## config.mk

```make
export PLATFORM = sky130hd
export DESIGN_NAME = gpio_shared_irq
export DESIGN_NICKNAME = d
export VERILOG_FILES = /design/src/rtl/gpio_pkg.sv /design/src/rtl/gpio_addr_dec.sv /design/src/rtl/gpio_ctrl_regs.sv /design/src/rtl/gpio_in_sync.sv /design/src/rtl/gpio_irq_merge.sv /design/src/rtl/gpio_shared_irq.sv
export SDC_FILE = /design/constraint.sdc
export NUM_CORES = 1
export LEC_CHECK = 0
export BUFFER_PORTS_ARGS = -buffer_cell sky130_fd_sc_hd__buf_4
export CORE_UTILIZATION = 45
export DETAILED_ROUTE_END_ITERATION = 6
export PLACE_DENSITY_LB_ADDON = 0.15
export SLEW_MARGIN = 0
export SYNTH_ARGS = -nofsm -noshare
export SYNTH_HDL_FRONTEND = slang
export SYNTH_SLANG_ARGS = --single-unit
```

## constraint.sdc

```tcl
create_clock -name clk -period 2.9 [get_ports clk]
set_input_delay 0.725 -clock clk [delete_from_list [all_inputs] [get_ports clk]]
set_output_delay 0.725 -clock clk [all_outputs]
set_load 0.05 [all_outputs]
```

## src/rtl/gpio_pkg.sv

```systemverilog
package gpio_pkg;

  // Byte offsets of the registers. Software depends on these values.
  localparam int OFF_DIR  = 'h00;
  localparam int OFF_OUT  = 'h08;
  localparam int OFF_PIN  = 'h0C;
  localparam int OFF_IE   = 'h10;
  localparam int OFF_CTL  = 'h14;

  typedef enum logic [2:0] {
    SEL_DIR,
    SEL_OUT,
    SEL_PIN,
    SEL_IE,
    SEL_CTL,
    SEL_NONE
  } reg_sel_t;

  // Bit 1 holds the block in soft reset, bit 0 runs its clock.
  typedef struct packed {
    logic soft_rst;
    logic clk_en;
  } blk_ctl_t;

  localparam blk_ctl_t CTL_POWER_ON = '{soft_rst: 1'b1, clk_en: 1'b0};

endpackage

```

## src/rtl/gpio_addr_dec.sv

```systemverilog
module gpio_addr_dec
  import gpio_pkg::*;
#(
  parameter int AW = 5
) (
  input  logic [AW-1:0] addr,
  output reg_sel_t      sel
);

  function automatic reg_sel_t decode(input logic [AW-1:0] a);
    reg_sel_t s;
    if      (a == AW'(OFF_DIR)) s = SEL_DIR;
    else if (a == AW'(OFF_OUT)) s = SEL_OUT;
    else if (a == AW'(OFF_PIN)) s = SEL_PIN;
    else if (a == AW'(OFF_IE))  s = SEL_IE;
    else if (a == AW'(OFF_CTL)) s = SEL_CTL;
    else                        s = SEL_NONE;
    return s;
  endfunction

  assign sel = decode(addr);

endmodule

```

## src/rtl/gpio_ctrl_regs.sv

```systemverilog
module gpio_ctrl_regs
  import gpio_pkg::*;
#(
  parameter int NPIN = 16,
  parameter int DW   = 32
) (
  input  logic            clk,
  input  logic            rst_n,
  input  logic            wr_en,
  input  reg_sel_t        sel,
  input  logic [DW-1:0]   wdata,
  output blk_ctl_t        ctl,
  output logic [NPIN-1:0] dir_q,
  output logic [NPIN-1:0] out_q,
  output logic [NPIN-1:0] ie_q
);

  localparam int MASK_LSB = DW / 2;

  // Pins with a set mask bit take the new value; the others keep theirs.
  function automatic logic [NPIN-1:0] merge_masked(
    input logic [NPIN-1:0] old_v,
    input logic [NPIN-1:0] new_v,
    input logic [NPIN-1:0] mask
  );
    return (old_v & ~mask) | (new_v & mask);
  endfunction

  logic [NPIN-1:0] wr_val;
  logic [NPIN-1:0] wr_mask;
  logic            regs_live;
  logic            hit_dir, hit_out, hit_ie, hit_ctl;

  assign wr_val    = wdata[NPIN-1:0];
  assign wr_mask   = wdata[MASK_LSB +: NPIN];
  assign regs_live = ctl.clk_en && !ctl.soft_rst;
  assign hit_dir   = wr_en && (sel == SEL_DIR);
  assign hit_out   = wr_en && (sel == SEL_OUT);
  assign hit_ie    = wr_en && (sel == SEL_IE);
  assign hit_ctl   = wr_en && (sel == SEL_CTL);

  always_ff @(posedge clk or negedge rst_n) begin
    if (!rst_n) begin
      ctl <= CTL_POWER_ON;
    end else if (hit_ctl) begin
      ctl <= blk_ctl_t'(wdata[1:0]);
    end
  end

  always_ff @(posedge clk or negedge rst_n) begin
    if (!rst_n) begin
      dir_q <= '0;
      out_q <= '0;
      ie_q  <= '0;
    end else if (ctl.soft_rst) begin
      dir_q <= '0;
      out_q <= '0;
      ie_q  <= '0;
    end else if (regs_live) begin
      if (hit_dir) dir_q <= wr_val;
      if (hit_out) out_q <= merge_masked(out_q, wr_val, wr_mask);
      if (hit_ie)  ie_q  <= wr_val;
    end
  end

  assert_ctl_write_R9: assert property (@(posedge clk) disable iff (!rst_n)
    hit_ctl |=> (ctl == blk_ctl_t'($past(wdata[1:0]))));

  assert_soft_rst_clears_R10: assert property (@(posedge clk) disable iff (!rst_n)
    ctl.soft_rst |=> (dir_q == '0 && out_q == '0 && ie_q == '0));

  assert_frozen_regs_R11: assert property (@(posedge clk) disable iff (!rst_n)
    (!ctl.clk_en && !ctl.soft_rst) |=> ($stable(dir_q) && $stable(out_q) && $stable(ie_q)));

  assert_unmasked_keep_R3: assert property (@(posedge clk) disable iff (!rst_n)
    (hit_out && regs_live) |=>
      (((out_q ^ $past(out_q)) & ~$past(wr_mask)) == '0));

  assert_masked_take_R3: assert property (@(posedge clk) disable iff (!rst_n)
    (hit_out && regs_live) |=>
      (((out_q ^ $past(wr_val)) & $past(wr_mask)) == '0));

  assert_no_stray_out_R12: assert property (@(posedge clk) disable iff (!rst_n)
    (!hit_out && !ctl.soft_rst) |=> $stable(out_q));

endmodule

```

## src/rtl/gpio_in_sync.sv

```systemverilog
module gpio_in_sync #(
  parameter int NPIN   = 16,
  parameter int STAGES = 2
) (
  input  logic            clk,
  input  logic            rst_n,
  input  logic            clk_en,
  input  logic            soft_rst,
  input  logic [NPIN-1:0] pad_in,
  output logic [NPIN-1:0] pin_state
);

  logic [NPIN-1:0] stage_q [STAGES];

  generate
    for (genvar s = 0; s < STAGES; s++) begin : g_stage
      logic [NPIN-1:0] d_in;
      if (s == 0) begin : g_first
        assign d_in = pad_in;
      end else begin : g_next
        assign d_in = stage_q[s-1];
      end
      always_ff @(posedge clk or negedge rst_n) begin
        if (!rst_n)        stage_q[s] <= '0;
        else if (soft_rst) stage_q[s] <= '0;
        else if (clk_en)   stage_q[s] <= d_in;
      end
    end
  endgenerate

  assign pin_state = stage_q[STAGES-1];

  assert_frozen_pins_R11: assert property (@(posedge clk) disable iff (!rst_n)
    (!clk_en && !soft_rst) |=> $stable(pin_state));

  assert_soft_rst_pins_R10: assert property (@(posedge clk) disable iff (!rst_n)
    soft_rst |=> (pin_state == '0));

  assert_two_edge_latency_R5: assert property (@(posedge clk) disable iff (!rst_n)
    ((clk_en && !soft_rst) ##1 (clk_en && !soft_rst)) |=> (pin_state == $past(pad_in, 2)));

endmodule

```

## src/rtl/gpio_irq_merge.sv

```systemverilog
module gpio_irq_merge #(
  parameter int NPIN      = 16,
  parameter int SHARED_LO = 8
) (
  input  logic                      clk,
  input  logic                      rst_n,
  input  logic [NPIN-1:0]           pin_state,
  input  logic [NPIN-1:SHARED_LO]   ie_hi,
  output logic [SHARED_LO-1:0]      raw_irq,
  output logic                      shared_irq
);

  localparam int NSHARED = NPIN - SHARED_LO;

  function automatic logic any_enabled(
    input logic [NSHARED-1:0] lvl,
    input logic [NSHARED-1:0] en
  );
    return |(lvl & en);
  endfunction

  logic [NSHARED-1:0] lvl_hi;

  assign lvl_hi     = pin_state[NPIN-1:SHARED_LO];
  assign shared_irq = any_enabled(lvl_hi, ie_hi);
  assign raw_irq    = pin_state[SHARED_LO-1:0];

  assert_no_enable_quiet_R7: assert property (@(posedge clk) disable iff (!rst_n)
    (ie_hi == '0) |-> !shared_irq);

  assert_needs_high_pin_R6: assert property (@(posedge clk) disable iff (!rst_n)
    shared_irq |-> (lvl_hi != '0));

  assert_single_source_R6: assert property (@(posedge clk) disable iff (!rst_n)
    ($countones(lvl_hi & ie_hi) == 1) |-> shared_irq);

endmodule

```

## src/rtl/gpio_shared_irq.sv

```systemverilog
module gpio_shared_irq
  import gpio_pkg::*;
#(
  parameter int NPIN      = 16,
  parameter int DW        = 32,
  parameter int AW        = 5,
  parameter int SHARED_LO = 8
) (
  input  logic                 clk,
  input  logic                 rst_n,
  input  logic                 bus_wr,
  input  logic [AW-1:0]        bus_addr,
  input  logic [DW-1:0]        bus_wdata,
  output logic [DW-1:0]        bus_rdata,
  input  logic [NPIN-1:0]      pad_in,
  output logic [NPIN-1:0]      pad_out,
  output logic [NPIN-1:0]      pad_oe,
  output logic [SHARED_LO-1:0] raw_irq,
  output logic                 shared_irq
);

  reg_sel_t        sel;
  blk_ctl_t        ctl;
  logic [NPIN-1:0] dir_q, out_q, ie_q, pin_state;

  gpio_addr_dec #(.AW(AW)) dec_i (
    .addr (bus_addr),
    .sel  (sel)
  );

  gpio_ctrl_regs #(.NPIN(NPIN), .DW(DW)) regs_i (
    .clk   (clk),
    .rst_n (rst_n),
    .wr_en (bus_wr),
    .sel   (sel),
    .wdata (bus_wdata),
    .ctl   (ctl),
    .dir_q (dir_q),
    .out_q (out_q),
    .ie_q  (ie_q)
  );

  gpio_in_sync #(.NPIN(NPIN), .STAGES(2)) sync_i (
    .clk       (clk),
    .rst_n     (rst_n),
    .clk_en    (ctl.clk_en),
    .soft_rst  (ctl.soft_rst),
    .pad_in    (pad_in),
    .pin_state (pin_state)
  );

  gpio_irq_merge #(.NPIN(NPIN), .SHARED_LO(SHARED_LO)) irq_i (
    .clk        (clk),
    .rst_n      (rst_n),
    .pin_state  (pin_state),
    .ie_hi      (ie_q[NPIN-1:SHARED_LO]),
    .raw_irq    (raw_irq),
    .shared_irq (shared_irq)
  );

  assign pad_out = out_q;
  assign pad_oe  = dir_q;

  always_comb begin
    unique case (sel)
      SEL_DIR: bus_rdata = DW'(dir_q);
      SEL_OUT: bus_rdata = DW'(out_q);
      SEL_PIN: bus_rdata = DW'(pin_state);
      SEL_IE:  bus_rdata = DW'(ie_q);
      SEL_CTL: bus_rdata = DW'(ctl);
      default: bus_rdata = '0;
    endcase
  end

  assert_reset_inputs_R10: assert property (@(posedge clk) disable iff (!rst_n)
    ctl.soft_rst |=> (pad_oe == '0));

  assert_out_read_upper_R4: assert property (@(posedge clk) disable iff (!rst_n)
    (sel == SEL_OUT) |-> (bus_rdata[DW-1:NPIN] == '0));

  assert_unmapped_zero_R12: assert property (@(posedge clk) disable iff (!rst_n)
    (sel == SEL_NONE) |-> (bus_rdata == '0));

endmodule

```

==> metrics.md <==
| Metric | Value |
|---|---|
| Clock latency on the worst-skew pair | 0.36 ns |
| Post-synthesis area per instance | 9.96 um^2 |
| PostCTS Resize Cnt | 0 |
| First-pass GRT wire length | 18.5 mm |
| Post-DR wirelength/cell | 18.0 um |
| Synth Flop Type | dfrtp_1 |
| Synth async-reset ratio | 100% |
| Gr usage total | 24.3% |
| Nets | 601 |
| Setup TNS | 0 ns |
| Grt total ovfl | 0 |
| CTS H-tree depth | 3 |
| WS Path Type | in2out |
| Share of post-route cells with drive strength above 1 | 27.3% |
| Initial antenna violation count | 0 |
| Most used cell, CP | buf_4 |
| Fin. max-slew vios | 0 |
| Die area | 10,400 um^2 |
| Fmax | 379 MHz |
| Hold buffer count at cts | 0 |
| CTS tree | built |
| Worst-path cell chain | buf_4, or3b_4, or3_1, nand4_1, buf_4 |
| DR vias/cell | 5.45 |
| Num rows | 36 |
| Initial Utilization | 46.1% |
| Post-synth top cells | 81 x dfrtp_1, 70 x mux2i_1, 61 x nand3_1 |
| Critical Path Max Stage Delay | 0.39 ns |
| Status | finished clean |
| Vias in the first global route | 3,465 |
| ANT nets after route | 0 |
| Die width | 102 um |
| Worst setup endpoint | bus_rdata[1] |
| EDFF count, synth | 0 |
| Crit path from | bus_addr[3] |
| Syn Std Cell Area | 4480 um^2 |
| CTS Sinks | 82 |
| Number of CTS-inserted buffers | 9 |
| Die height | 102 um |
| CP max-delay cell | or3b_4 |
| Pin slew with the least headroom to its limit | 0.826 ns |
| Yosys reg bits | 82 |
| Cell with the most instances after synthesis | dfrtp_1 |
| Reg-to-reg startpoint | regs_i.ctl[0] |
| Final Setup Violations | 0 |
| # DRC | 0 |
| Overall Power | 3270 uW |
| Syn Inst Count | 450 |
| DRT iter0 DRCs | 187 |
| Yosys cell types | 32 |
| Cell taking the most area after synthesis | dfrtp_1 |
| Worst Hold Class | in2async |
| First drt pass iteration count | 5 |
| Reg2reg setup slack | 0.90 ns |
| Slew margin rel. | 44.9% |
| CP Data Arrival Time | 1.91 ns |
| Top cells by area, synth | dfrtp_1 45%, mux2i_1 16%, nand2b_1 7.4%, nand3_1 6.8%, buf_4 4.0% |
| Core Area | 9730 um^2 |
| RePlAce Congestion | 0.941 |
| Diode count | 0 |
| Yosys Warn Count | 0 |
| Worst-path fanout max | 8 |
| R2R depth | 5 |
| Placed Instances | 667 |
| Clock buffer depth | 2 |
| Post-Route WL | 12.3 mm |
| Layout Cells excl Fill | 682 |
| Min Tclk post-route | 2.64 ns |
| Final Hold Viols | 0 |
| Postcts setup bufs | 0 |
| RSZ-0062 raised after global routing | false |
| CP endpoint kind | output pin |
| Largest net degree at the start of global routing | 98 |
| Fillers | 871 |
| R2R Path End | regs_i.ie_q[15] |
| Root Buffer | clkbuf_8 |
| CP required | 2.17 ns |
| VDD IR-drop max | 0.000329 V |
| Buffers on Ports | 112 |
| Layout area overhead | 25.4% |
| Clk slew on worst S/H paths | 0.10 ns |
| DP HPWL | 8.63 mm |
| Critical Path Source Type | input port |
| Sequential area share after synthesis | 45.8% |
| IO Pins | 129 |
| Final core utilization | 57.7% |
| Final worst-path cycle share | 91.0% |
| Routed vias | 3,717 |
| Leakage power | 0.00284 uW |
| Max_cap viols | 0 |
| Clk_skew | 0.0117 ns |
| Top-area cell type share of the netlist area | 45.2% |
| Pwr/cell area | 583 nW/um^2 |
[layout by cell type (no fill, tap or decap), types with 2 or more instances in the layout]
master     synthesis  final
a21oi_1           12     12
a22oi_1            4      4
buf_12             0      3
buf_4             24    124
bufinv_16          0      4
clkbuf_8           0      9
conb_1             1     16
dfrtp_1           81     80
inv_1             16     16
inv_6              0      2
mux2_1             2      2
mux2i_1           70     70
nand2b_1          53     53
nand3_1           61     61
nand4_1           25     25
nor2_1            34     34
nor2b_1            2      2
nor3_4             2      2
o2111ai_1          4      4
o31ai_1           12     12
[cell families (layout without fill, tap and decap cells)]
kind of cell / Yosys count / in the layout / share of synthesized area (%)
muxes: 72 / 72 / 16.1
other: 1 / 16 / 0.0837
AOI/OAI and AO/OA: 32 / 32 / 4.80
buffers and inverters: 74 / 158 / 9.05
and+or+nand+nor: 189 / 189 / 24.1
DFF: 82 / 82 / 45.8
[worst min path at each step]
stage | to | from
finish | regs_i.dir_q[11] | rst_n
floorplan | regs_i.ctl[0] | rst_n
detailed placement | sync_i.g_stage[1].d_in[2] | sync_i.g_stage[1].d_in[2]
global route | regs_i.dir_q[11] | rst_n
global placement | sync_i.pin_state[2] | sync_i.g_stage[1].d_in[2]
CTS | regs_i.dir_q[11] | rst_n
[critical path: cells and delay by family]
family                 cells  cell delay [ns]
buffers and inverters      2             0.34
AND/OR/NAND/NOR            3             0.84
[where the power goes]
part | internal (uW) | switching [uW] | total [uW]
clock | 661 | 439 | 1100
sequential | 1280 | 116 | 1400
combinational | 288 | 490 | 779
[routing by layer]
metal	global-route usage, %	share of wire [%]	up-vias
li1	-	-	1734
met1	32.9	43	1805
met2	38.4	48	159
met3	4.49	6.7	19
met4	10.1	2.2	0
met5	0	0	-
[through the flow]
stage | hold WS, ns | setup WS (ns) | area, um^2
after floorplan | 0.429 | 0.00454 | 4540
after global placement | 0.503 | 0.306 | 5360
after detailed placement | 0.515 | 0.276 | 5360
after CTS | 0.341 | 0.272 | 5620
after global routing | 0.353 | 0.223 | 5620
final | 0.323 | 0.262 | 5620
[final cells by class]
class | count | area, um^2 | area share, %
clock buffer | 9 | 124 | 2.21
clock inverter | 6 | 138 | 2.45
inverter | 16 | 60.1 | 1.07
multi-input combinational | 309 | 2080 | 37.1
sequential | 82 | 2050 | 36.6
tap | 133 | 166 | 2.96
timing repair buffer | 127 | 991 | 17.6
[registers in the layout (all words and copies together), names as in the netlist]
name and flops:
sync_i.g_stage.d_in 16, regs_i.out_q 16, sync_i.pin_state 16, regs_i.dir_q 16, regs_i.ie_q 16, regs_i.ctl 2
(Power assumes the default switching activity.)
